`src/rtl/pfd_pkg.sv`:
```
package pfd_pkg;
  localparam int unsigned BYTE_W   = 8;
  localparam int unsigned FIELD_W  = 16;
  localparam int unsigned HDR_BYTES = 6;
  localparam int unsigned POS_FIRST = 12;
  localparam logic [FIELD_W-1:0] OPC_PAUSE = 16'h0001;

  typedef struct packed {
    logic [FIELD_W-1:0] ftype;
    logic [FIELD_W-1:0] opcode;
    logic [FIELD_W-1:0] ptime;
  } pfd_fields_t;
endpackage

```
`src/rtl/pfd_frame_tracker.sv`:
```
module pfd_frame_tracker #(
  parameter int unsigned LEN_W = 11
) (
  input  logic             clk,
  input  logic             rst_n,
  input  logic             rx_valid,
  input  logic             rx_sof,
  input  logic             rx_eof,
  output logic             byte_en,
  output logic [LEN_W-1:0] byte_idx,
  output logic             frame_end,
  output logic [LEN_W-1:0] frame_len
);
  localparam logic [LEN_W-1:0] LEN_SAT = {LEN_W{1'b1}};

  logic             in_frame_q, in_frame_d;
  logic [LEN_W-1:0] cnt_q, cnt_d;
  logic [LEN_W:0]   len_wide;

  always_comb begin
    byte_en   = rx_valid && (rx_sof || in_frame_q);
    byte_idx  = rx_sof ? '0 : cnt_q;
    len_wide  = {1'b0, byte_idx} + 1'b1;
    frame_len = len_wide[LEN_W] ? LEN_SAT : len_wide[LEN_W-1:0];
    frame_end = byte_en && rx_eof;
    in_frame_d = in_frame_q;
    cnt_d      = cnt_q;
    if (byte_en) begin
      in_frame_d = !rx_eof;
      cnt_d      = frame_len;
    end
  end

  always_ff @(posedge clk or negedge rst_n) begin
    if (!rst_n) begin
      in_frame_q <= 1'b0;
      cnt_q      <= '0;
    end else if (byte_en) begin
      in_frame_q <= in_frame_d;
      cnt_q      <= cnt_d;
    end
  end
endmodule

```
`src/rtl/pfd_field_capture.sv`:
```
module pfd_field_capture
  import pfd_pkg::*;
#(
  parameter int unsigned LEN_W = 11
) (
  input  logic              clk,
  input  logic              rst_n,
  input  logic              byte_en,
  input  logic [LEN_W-1:0]  byte_idx,
  input  logic [BYTE_W-1:0] rx_data,
  output pfd_fields_t       fields
);
  logic [BYTE_W-1:0] hdr [HDR_BYTES];

  for (genvar k = 0; k < HDR_BYTES; k++) begin : g_hdr
    logic [BYTE_W-1:0] b_q;
    logic              take;
    assign take = byte_en && (byte_idx == LEN_W'(POS_FIRST + k));
    always_ff @(posedge clk or negedge rst_n) begin
      if (!rst_n)    b_q <= '0;
      else if (take) b_q <= rx_data;
    end
    assign hdr[k] = b_q;
  end

  assign fields.ftype  = {hdr[0], hdr[1]};
  assign fields.opcode = {hdr[2], hdr[3]};
  assign fields.ptime  = {hdr[4], hdr[5]};
endmodule

```
`src/rtl/pfd_decide.sv`:
```
module pfd_decide
  import pfd_pkg::*;
#(
  parameter int unsigned LEN_W   = 11,
  parameter int unsigned MIN_LEN = 64,
  parameter int unsigned MAX_LEN = 1518,
  parameter int unsigned FILT_N  = 2
) (
  input  logic               clk,
  input  logic               rst_n,
  input  logic               frame_end,
  input  logic [LEN_W-1:0]   frame_len,
  input  pfd_fields_t        fields,
  input  logic [FIELD_W-1:0] fc_type,
  input  logic               stat_valid,
  input  logic               stat_crc_ok,
  input  logic [FILT_N-1:0]  ia_hit,
  input  logic [FILT_N-1:0]  fc_enable,
  input  logic               cfg_pass_host,
  output logic               pause_load,
  output logic [FIELD_W-1:0] pause_time,
  output logic               frame_drop
);
  logic               pend_q, pend_d;
  logic               pend_ok_q, pend_ok_d;
  logic [FIELD_W-1:0] pend_time_q, pend_time_d;
  logic               shape_ok, accept;
  logic               load_q, drop_q;
  logic [FIELD_W-1:0] time_q;

  always_comb begin
    shape_ok = (frame_len >= LEN_W'(MIN_LEN)) && (frame_len <= LEN_W'(MAX_LEN))
            && (fields.ftype == fc_type) && (fields.opcode == OPC_PAUSE);
    accept   = stat_valid && pend_q && pend_ok_q && stat_crc_ok
            && (|(ia_hit & fc_enable));
    pend_d      = pend_q;
    pend_ok_d   = pend_ok_q;
    pend_time_d = pend_time_q;
    if (frame_end) begin
      pend_d      = 1'b1;
      pend_ok_d   = shape_ok;
      pend_time_d = fields.ptime;
    end else if (stat_valid) begin
      pend_d = 1'b0;
    end
  end

  always_ff @(posedge clk or negedge rst_n) begin
    if (!rst_n) begin
      pend_q      <= 1'b0;
      pend_ok_q   <= 1'b0;
      pend_time_q <= '0;
    end else begin
      pend_q <= pend_d;
      if (frame_end) begin
        pend_ok_q   <= pend_ok_d;
        pend_time_q <= pend_time_d;
      end
    end
  end

  always_ff @(posedge clk or negedge rst_n) begin
    if (!rst_n) begin
      load_q <= 1'b0;
      drop_q <= 1'b0;
      time_q <= '0;
    end else begin
      load_q <= accept;
      drop_q <= accept && !cfg_pass_host;
      if (accept) time_q <= pend_time_q;
    end
  end

  assign pause_load = load_q;
  assign frame_drop = drop_q;
  assign pause_time = time_q;
endmodule

```
`src/rtl/pause_frame_detector.sv`:
```
module pause_frame_detector
  import pfd_pkg::*;
#(
  parameter int unsigned MIN_LEN = 64,
  parameter int unsigned MAX_LEN = 1518,
  parameter int unsigned FILT_N  = 2,
  localparam int unsigned LEN_W  = $clog2(MAX_LEN + 2)
) (
  input  logic               clk,
  input  logic               rst_n,
  input  logic               rx_valid,
  input  logic               rx_sof,
  input  logic               rx_eof,
  input  logic [BYTE_W-1:0]  rx_data,
  input  logic [FIELD_W-1:0] fc_type,
  input  logic [FILT_N-1:0]  ia_hit,
  input  logic [FILT_N-1:0]  fc_enable,
  input  logic               cfg_pass_host,
  input  logic               stat_valid,
  input  logic               stat_crc_ok,
  output logic               pause_load,
  output logic [FIELD_W-1:0] pause_time,
  output logic               frame_drop
);
  logic [1:0]       rst_sync_q;
  logic             rst_int_n;
  logic             byte_en, frame_end;
  logic [LEN_W-1:0] byte_idx, frame_len;
  pfd_fields_t      fields;

  always_ff @(posedge clk or negedge rst_n) begin
    if (!rst_n) rst_sync_q <= 2'b00;
    else        rst_sync_q <= {rst_sync_q[0], 1'b1};
  end
  assign rst_int_n = rst_sync_q[1];

  pfd_frame_tracker #(.LEN_W(LEN_W)) u_track (
    .clk(clk), .rst_n(rst_int_n), .rx_valid(rx_valid), .rx_sof(rx_sof),
    .rx_eof(rx_eof), .byte_en(byte_en), .byte_idx(byte_idx),
    .frame_end(frame_end), .frame_len(frame_len)
  );

  pfd_field_capture #(.LEN_W(LEN_W)) u_cap (
    .clk(clk), .rst_n(rst_int_n), .byte_en(byte_en), .byte_idx(byte_idx),
    .rx_data(rx_data), .fields(fields)
  );

  pfd_decide #(.LEN_W(LEN_W), .MIN_LEN(MIN_LEN), .MAX_LEN(MAX_LEN),
               .FILT_N(FILT_N)) u_dec (
    .clk(clk), .rst_n(rst_int_n), .frame_end(frame_end),
    .frame_len(frame_len), .fields(fields), .fc_type(fc_type),
    .stat_valid(stat_valid), .stat_crc_ok(stat_crc_ok), .ia_hit(ia_hit),
    .fc_enable(fc_enable), .cfg_pass_host(cfg_pass_host),
    .pause_load(pause_load), .pause_time(pause_time),
    .frame_drop(frame_drop)
  );
endmodule

```
`config.mk`:
```
export PLATFORM = sky130hd
export DESIGN_NAME = pause_frame_detector
export DESIGN_NICKNAME = d
export VERILOG_FILES = /design/src/rtl/pfd_pkg.sv /design/src/rtl/pfd_frame_tracker.sv /design/src/rtl/pfd_field_capture.sv /design/src/rtl/pfd_decide.sv /design/src/rtl/pause_frame_detector.sv
export SDC_FILE = /design/constraint.sdc
export NUM_CORES = 1
export LEC_CHECK = 0
export ABC_AREA = 0
export CORE_ASPECT_RATIO = 0.8
export CORE_MARGIN = 2
export CORE_UTILIZATION = 50
export DETAILED_ROUTE_END_ITERATION = 10
export DONT_BUFFER_PORTS = 1
export SYNTH_ARGS = -nofsm -noshare
export SYNTH_HDL_FRONTEND = slang
export SYNTH_SLANG_ARGS = --single-unit
```
`constraint.sdc`:
```
create_clock -name clk -period 3.4 [get_ports clk]
set_input_delay 0.68 -clock clk [delete_from_list [all_inputs] [get_ports clk]]
set_output_delay 0.68 -clock clk [all_outputs]
set_load 0.01 [all_outputs]
```
==> key figures, run 1 <==
Timing
  – Setup tns final: 0 ns
  – Fin crit share: 76.9%
  – Max-slew violation count: 0
  – Max Fclk: 382 MHz
  – Min Tclk post-route: 2.62 ns
  – RSZ-0062 raised after global routing: no
  – # setup viols final: 0
  – Worst slew margin: 43.3%
  – Actual slew at the worst max-slew pin: 0.843 ns
  – Final WS setup: 0.784 ns
  – Final Skew: 0.0148 ns
  – Final Hold Fails: 0

Synthesis
  – Async set-reset flop share out of synthesis: 100%
  – Syn Inst Count: 336
  – Syn_nets: 376
  – Most area-consuming cells after synthesis: dfrtp_1 56%, mux2_2 19%, xor2_1 3.2%, mux2_4 2.8%, nand2_1 2.0%
  – Most used DFF post-synth: dfrtp_1
  – #FFs+latches synth: 98
  – Mapped Avg Cell Area: 12.9 um2
  – Synth Cell Area: 4340 um2
  – Yosys top cell by area: dfrtp_1
  – Synth Warn #: 0
  – Number of synthesized flops with an enable pin: 0
  – Register area share after synthesis: 56.5%
  – Synth top cells by count: 98 x dfrtp_1, 72 x mux2_2, 23 x nand2_1
  – Count leader, synth: dfrtp_1
  – Netlist cell types: 45
  – Post-synth top area share: 56.5%

Detailed routing
  – Initial DRC count: 179
  – Number of remaining DRC errors: 0
  – Via count: 2617
  – Pre-antenna DRT Iters: 4
  – Routed len/inst: 18.1 um
  – Via/cell ratio: 5.71
  – Overall routed net length: 8280 um
  – Detail Route Antenna Nets: 0

Worst setup path
  – CP arrival: 2.90 ns
  – CP Class: reg2reg
  – Crit-path max FO: 5
  – Reg2reg end: u_dec.pend_ok_q
  – Required time of the critical path: 3.68 ns
  – FF-to-FF setup slack: 0.78 ns
  – CP Launch Type: flip-flop
  – Reg2reg start: u_track.cnt_q[0]
  – Crit. End Element: flip-flop
  – Worst Reg2Reg Path Length in Cells: 8

Global route
  – First-pass GRT wire length: 13700 um
  – Initial antenna violation count: 0
  – GRT Total Usage: 19.2%
  – Largest net degree at the start of global routing: 45
  – GRT overflow: 0
  – Vias in the first global route: 2604

Clock network
  – Clock Latency Late Sink: 0.36 ns
  – Cts bufs inserted: 9
  – CTS Sinks: 98
  – CTS tree: done
  – PostCTS Resize Cnt: 0
  – Clock-pin slew of the registers on the worst-case setup and hold paths: 0.10 ns
  – Largest buffer count on any clock path: 2
  – Post-CTS setup buffers: 0
  – H-tree level count: 3
  – Post-CTS Hold Fix Bufs: 1
  – Root Buffer: clkbuf_8

Floorplanning
  – Die Span Y: 87.3 um
  – Die ar.: 9450 um2
  – Core area: 8450 um2
  – Starting density of the core: 51.4%
  – Row cnt: 30
  – Die Wd: 108 um
  – Num ports: 54

Power
  – Power share of the clock group: 31.5%
  – Worst vdd ir: 0.237 mV
  – Switching part of the total: 26.2%
  – Int Power: 1900 uW
  – Tot Pwr: 2580 uW
  – Combinational Power Share: 11.0%
  – Power Density: 549 nW/um2
  – P_sw: 675 uW
  – Lkg Pwr: 0.00222 uW
  – Seq pwr share: 57.5%

Run
  – Max_cap viols: 0

Placement
  – Gpl congestion: 0.908
  – I/O Buffers: 0
  – Post-DP HPWL: 5680 um
  – Pre-CTS setup slack: 0.547 ns

Layout
  – Fillers: 717
  – FF/Latch Area: 2460 um2
  – Area growth, synth to finish: 8.01%
  – Antenna cells: 0
  – Nets: 381
  – Share of layout cells above drive strength 1: 30.6%
  – Footprint of the multi-input gates: 1810 um2

Worst hold path
  – Worst hold path class: reg2async

Run status
  – Status: completed
per-layer routing:
metal  routed length [um]  up-vias  part of all wire [%]  track usage (%)
met3                  459        6                   5.5             6.36
met2                 3590       71                    43             28.2
met5                    0        -                     0                0
met4                   75        0                  0.91             4.90
met1                 4150     1315                    50             27.6
li1                     -     1225                     -                -
registers in the layout (all words and copies together), names as in the netlist:
register	flops
u_track.cnt_q	11
u_dec.pause_load	1
u_dec.pause_time	16
rst_sync_q	2
u_dec.pend_ok_q	1
u_dec.frame_drop	1
u_dec.pend_time_q	16
u_dec.pend_q	1
u_cap.g_hdr.b_q	48
u_track.in_frame_q	1
final cells by class:
type,instances,area share [%]
sequential,98,52.4
multi-input combinational,220,38.5
tap,112,2.99
clock buffer,9,2.64
clock inverter,7,1.97
timing repair buffer,6,1.01
inverter,6,0.480
cells in the final DEF, fill, tap and decap left out, types with 2 or more instances in the layout:
master	count
a31oi_1	4
nor3_1	6
inv_1	6
inv_6	3
ha_1	4
nand3_1	3
o21ai_0	15
clkbuf_8	9
mux2_4	8
o31ai_1	2
nand2_1	23
or3_1	3
nor2b_1	4
and4_1	2
mux2_2	72
o221ai_1	2
xor2_1	16
a21oi_1	9
nor4_1	10
nor2_1	10
dfrtp_1	97
buf_4	5
nand4_1	5
or4_1	2
through the flow:
step / cells / utilization (%) / hold slack (ns) / area, um2
finish: 458 / 55.5 / 0.325 / 4690
global route: 458 / 55.5 / 0.346 / 4690
CTS: 458 / 55.5 / 0.360 / 4690
global placement: 441 / 52.8 / 0.340 / 4460
detailed placement: 441 / 52.8 / 0.344 / 4460
floorplan: 336 / - / 0.331 / 4340
logic make-up after synthesis:
family | share of synthesized area [%]
compound gates | 6.08
xor+xnor | 3.23
fa+ha+maj | 1.15
buf+inv | 1.90
flops | 56.5
mux | 21.4
other cells | 0.0864
simple gates | 9.63
power groups by stage:
stage	sequential, uW	clock, uW	combinational (uW)
after detailed placement	1510	0	285
after global placement	1500	0	275
after floorplan	1460	0	251
after global routing	1510	886	324
after CTS	1480	833	288
final	1480	811	283
critical path, cell delays in order (launching register included):
cell,delay [ns]
dfrtp_1,0.41
nor2b_1,0.33
ha_1,0.32
nand2b_4,0.08
or3_4,0.41
or4b_1,0.54
o211ai_2,0.11
o21ai_0,0.14
o31ai_2,0.19
worst max-delay path by stage:
stage,startpoint,to,cells after the start
2_1_floorplan,rst_sync_q[1],u_cap.g_hdr[0].b_q[0],0
3_3_place_gp,rx_sof,u_dec.pend_ok_q,8
3_5_place_dp,rx_sof,u_dec.pend_ok_q,8
4_1_cts,u_track.cnt_q[0],u_dec.pend_ok_q,8
5_1_grt,u_track.cnt_q[0],u_dec.pend_ok_q,8
6_report,u_track.cnt_q[0],u_dec.pend_ok_q,8
Power figures use the tool's default switching activity.
==> inputs of run 2 (changes only) <==
--- a/config.mk
+++ b/config.mk
@@ -5,12 +5,13 @@
 export SDC_FILE = /design/constraint.sdc
 export NUM_CORES = 1
 export LEC_CHECK = 0
-export ABC_AREA = 0
+export ABC_AREA = 1
 export CORE_ASPECT_RATIO = 0.8
 export CORE_MARGIN = 2
 export CORE_UTILIZATION = 50
 export DETAILED_ROUTE_END_ITERATION = 10
 export DONT_BUFFER_PORTS = 1
+export PLACE_DENSITY = 0.68
 export SYNTH_ARGS = -nofsm -noshare
 export SYNTH_HDL_FRONTEND = slang
 export SYNTH_SLANG_ARGS = --single-unit
==> constraint.sdc (replaced) <==
create_clock -name clk -period 2.2 [get_ports clk]
set_input_delay 0.44 -clock clk [delete_from_list [all_inputs] [get_ports clk]]
set_output_delay 0.44 -clock clk [all_outputs]
set_load 0.01 [all_outputs]
==> key figures, run 2 <==
Worst hold path
  – Hold depth: 1
  – Hold EP: u_dec.frame_drop
  – Worst hold path class: in2reg
  – Hold path start: cfg_pass_host

Floorplanning
  – Starting density of the core: 51.7%
  – Num ports: 54
  – Die ar.: 10200 um2
  – Die Span Y: 90.6 um
  – Die Wd: 112 um
  – Core area: 9080 um2
  – Row cnt: 31

Worst setup path
  – CP Class: reg2reg
  – Reg2reg end: u_dec.pend_ok_q
  – Crit-path max FO: 4
  – CP arrival: 2.19 ns
  – Reg2reg start: u_track.cnt_q[0]
  – CP Launch Type: flip-flop
  – Crit. End Element: flip-flop
  – FF-to-FF setup slack: 0.25 ns
  – Required time of the critical path: 2.44 ns
  – Worst Reg2Reg Path Length in Cells: 12

Clock network
  – CTS tree: done
  – Clock Latency Late Sink: 0.34 ns
  – H-tree level count: 3
  – Post-CTS Hold Fix Bufs: 1
  – PostCTS Resize Cnt: 0
  – Largest buffer count on any clock path: 2
  – Post-CTS setup buffers: 0
  – Clock-pin slew of the registers on the worst-case setup and hold paths: 0.07 ns
  – Root Buffer: clkbuf_16
  – Cts bufs inserted: 9
  – CTS Sinks: 98

Synthesis
  – Adder-cell share of the synthesized area: 1.07%
  – Post-synth top area share: 52.3%
  – Synth top cells by count: 179 x nand2_1, 98 x dfrtp_1, 49 x inv_1
  – Netlist cell types: 37
  – Synth Area in XOR/XNOR: 2.80%
  – #FFs+latches synth: 98
  – Mapped Avg Cell Area: 8.78 um2
  – Synth Warn #: 0
  – Most used DFF post-synth: dfrtp_1
  – Synth Cell Area: 4690 um2
  – Syn_nets: 574
  – Syn Inst Count: 534
  – Yosys top cell by area: dfrtp_1
  – Number of synthesized flops with an enable pin: 0
  – Register area share after synthesis: 52.3%
  – Count leader, synth: nand2_1
  – Most area-consuming cells after synthesis: dfrtp_1 52%, nand2_1 14%, inv_1 3.9%, nor2_1 3.6%, o21ai_2 2.8%
  – Mux contribution to synthesized area: 0%
  – Async set-reset flop share out of synthesis: 100%
  – Main combinational cell family by area after synthesis: simple AND/OR/NAND/NOR gates
  – Post-synthesis simple-gate area fraction: 27.7%
  – Area fraction in compound gates after synthesis: 8.99%

Placement
  – I/O Buffers: 0
  – Placed instance count: 640
  – Gpl congestion: 0.937
  – Post-DP HPWL: 6490 um
  – Pre-CTS setup slack: 0.178 ns

Layout
  – Antenna cells: 0
  – Footprint of the multi-input gates: 1910 um2
  – Fillers: 857
  – FF/Latch Area: 2460 um2
  – Biggest register: u_cap.g_hdr.b_q
  – Share of layout cells above drive strength 1: 12.4%
  – Post-Layout Cell Count: 657
  – Area growth, synth to finish: 8.67%
  – Most common cell after layout, fill and taps aside: nand2_1
  – Post-layout util: 56.2%
  – Max reg flops: 48
  – Nets: 577
  – Most frequent cells in the layout: 179 x nand2_1, 97 x dfrtp_1, 49 x inv_1

Timing
  – Fin crit share: 88.8%
  – Hold_ws: 0.154 ns
  – Setup tns final: 0 ns
  – Final WS setup: 0.247 ns
  – RSZ-0062 raised after global routing: no
  – Final Skew: 0.00786 ns
  – Max Fclk: 512 MHz
  – Actual slew at the worst max-slew pin: 0.533 ns
  – Final Hold Fails: 0
  – Min Tclk post-route: 1.95 ns
  – Worst slew margin: 64.5%
  – # setup viols final: 0
  – Max-slew violation count: 0

Power
  – Power Density: 800 nW/um2
  – Lkg Pwr: 0.00264 uW
  – Worst vdd ir: 0.579 mV

Detailed routing
  – Initial DRC count: 236
  – Detail Route Antenna Nets: 0
  – Overall routed net length: 9150 um
  – Pre-antenna DRT Iters: 4
  – Via/cell ratio: 5.08
  – Routed len/inst: 13.9 um
  – Via count: 3337
  – Number of remaining DRC errors: 0

Run status
  – Status: completed

Global route
  – First-pass GRT wire length: 15300 um
  – Largest net degree at the start of global routing: 40
  – GRT overflow: 0
  – Vias in the first global route: 3067
  – Initial antenna violation count: 0
  – GRT Total Usage: 19.0%

Run
  – Max_cap viols: 0
run 2: cell types whose count changed in the layout (fill, tap and decap cells not counted), sizes merged, moves of 3 or more:
cell / change
nand2: +161
mux2: -80
inv: +47
nor2: +41
o21ai: +33
nand3: +25
xor2: -10
xnor2: +9
a21oi: +8
nor3: -6
nor4: -6
nor2b: -4
or3: -4
o31ai: -3
run 2: worst max path at each step:
| stage | start | to | slack [ns] | cells past startpoint |
|---|---|---|---|---|
| floorplan | rx_sof | u_dec.pend_ok_q | 0.44 | 11 |
| global placement | rx_sof | u_dec.pend_ok_q | 0.33 | 11 |
| detailed placement | rx_sof | u_dec.pend_ok_q | 0.18 | 11 |
| CTS | u_track.cnt_q[0] | u_dec.pend_ok_q | 0.23 | 12 |
| global route | u_track.cnt_q[0] | u_dec.pend_ok_q | 0.05 | 12 |
| finish | u_track.cnt_q[0] | u_dec.pend_ok_q | 0.25 | 12 |
run 2: power by group:
part           leakage (uW)  internal [uW]  switching [uW]  total (uW)
clock network      0.000151            903             713        1620
logic               0.00114            171             261         431
registers           0.00134           1920             105        2030
total               0.00264           3000            1080        4080
run 2: stage by stage:
stage	total power (uW)	instance area, um2
2_1_floorplan	2400	4690
3_3_place_gp	2480	4770
6_report	4080	5100
3_5_place_dp	2500	4770
5_1_grt	4260	5100
4_1_cts	4140	5100
run 2: cell families (layout without fill, tap and decap cells):
| family | Yosys count | after routing |
|---|---|---|
| AND/OR/NAND/NOR | 275 | 275 |
| flip-flops | 98 | 98 |
| AO/OA/AOI/OAI | 71 | 71 |
| buffers and inverters | 70 | 78 |
| XOR/XNOR | 15 | 15 |
| adder cells (fa/ha/maj) | 4 | 4 |
| other | 1 | 1 |
run 2: final cells by class:
cell class | instances | share of cell area, %
Timing Repair Buffer | 6 | 1.18
Multi-Input combinational cell | 366 | 37.4
Tap cell | 115 | 2.82
Clock inverter | 7 | 1.72
Clock buffer | 9 | 4.42
Sequential cell | 98 | 48.2
Inverter | 56 | 4.27
run 2: per-layer routing:
layer / track usage [%] / vias up / part of all wire [%]
met5: 0 / - / 0
li1: - / 1691 / -
met4: 6.71 / 0 / 1.7
met1: 26.3 / 1541 / 49
met2: 28.5 / 92 / 44
met3: 5.84 / 13 / 5.4
run 2: worst max-delay path, cell delays in order (launching register included):
cell and delay (ns):
dfrtp_1 0.35, inv_1 0.05, nor2_1 0.23, ha_1 0.30, inv_1 0.09, nor2_4 0.17, nand2_1 0.09, o21bai_1 0.14
nand3_1 0.13, nor2_1 0.12, a21oi_1 0.06, nand2_1 0.06, nand2_1 0.04
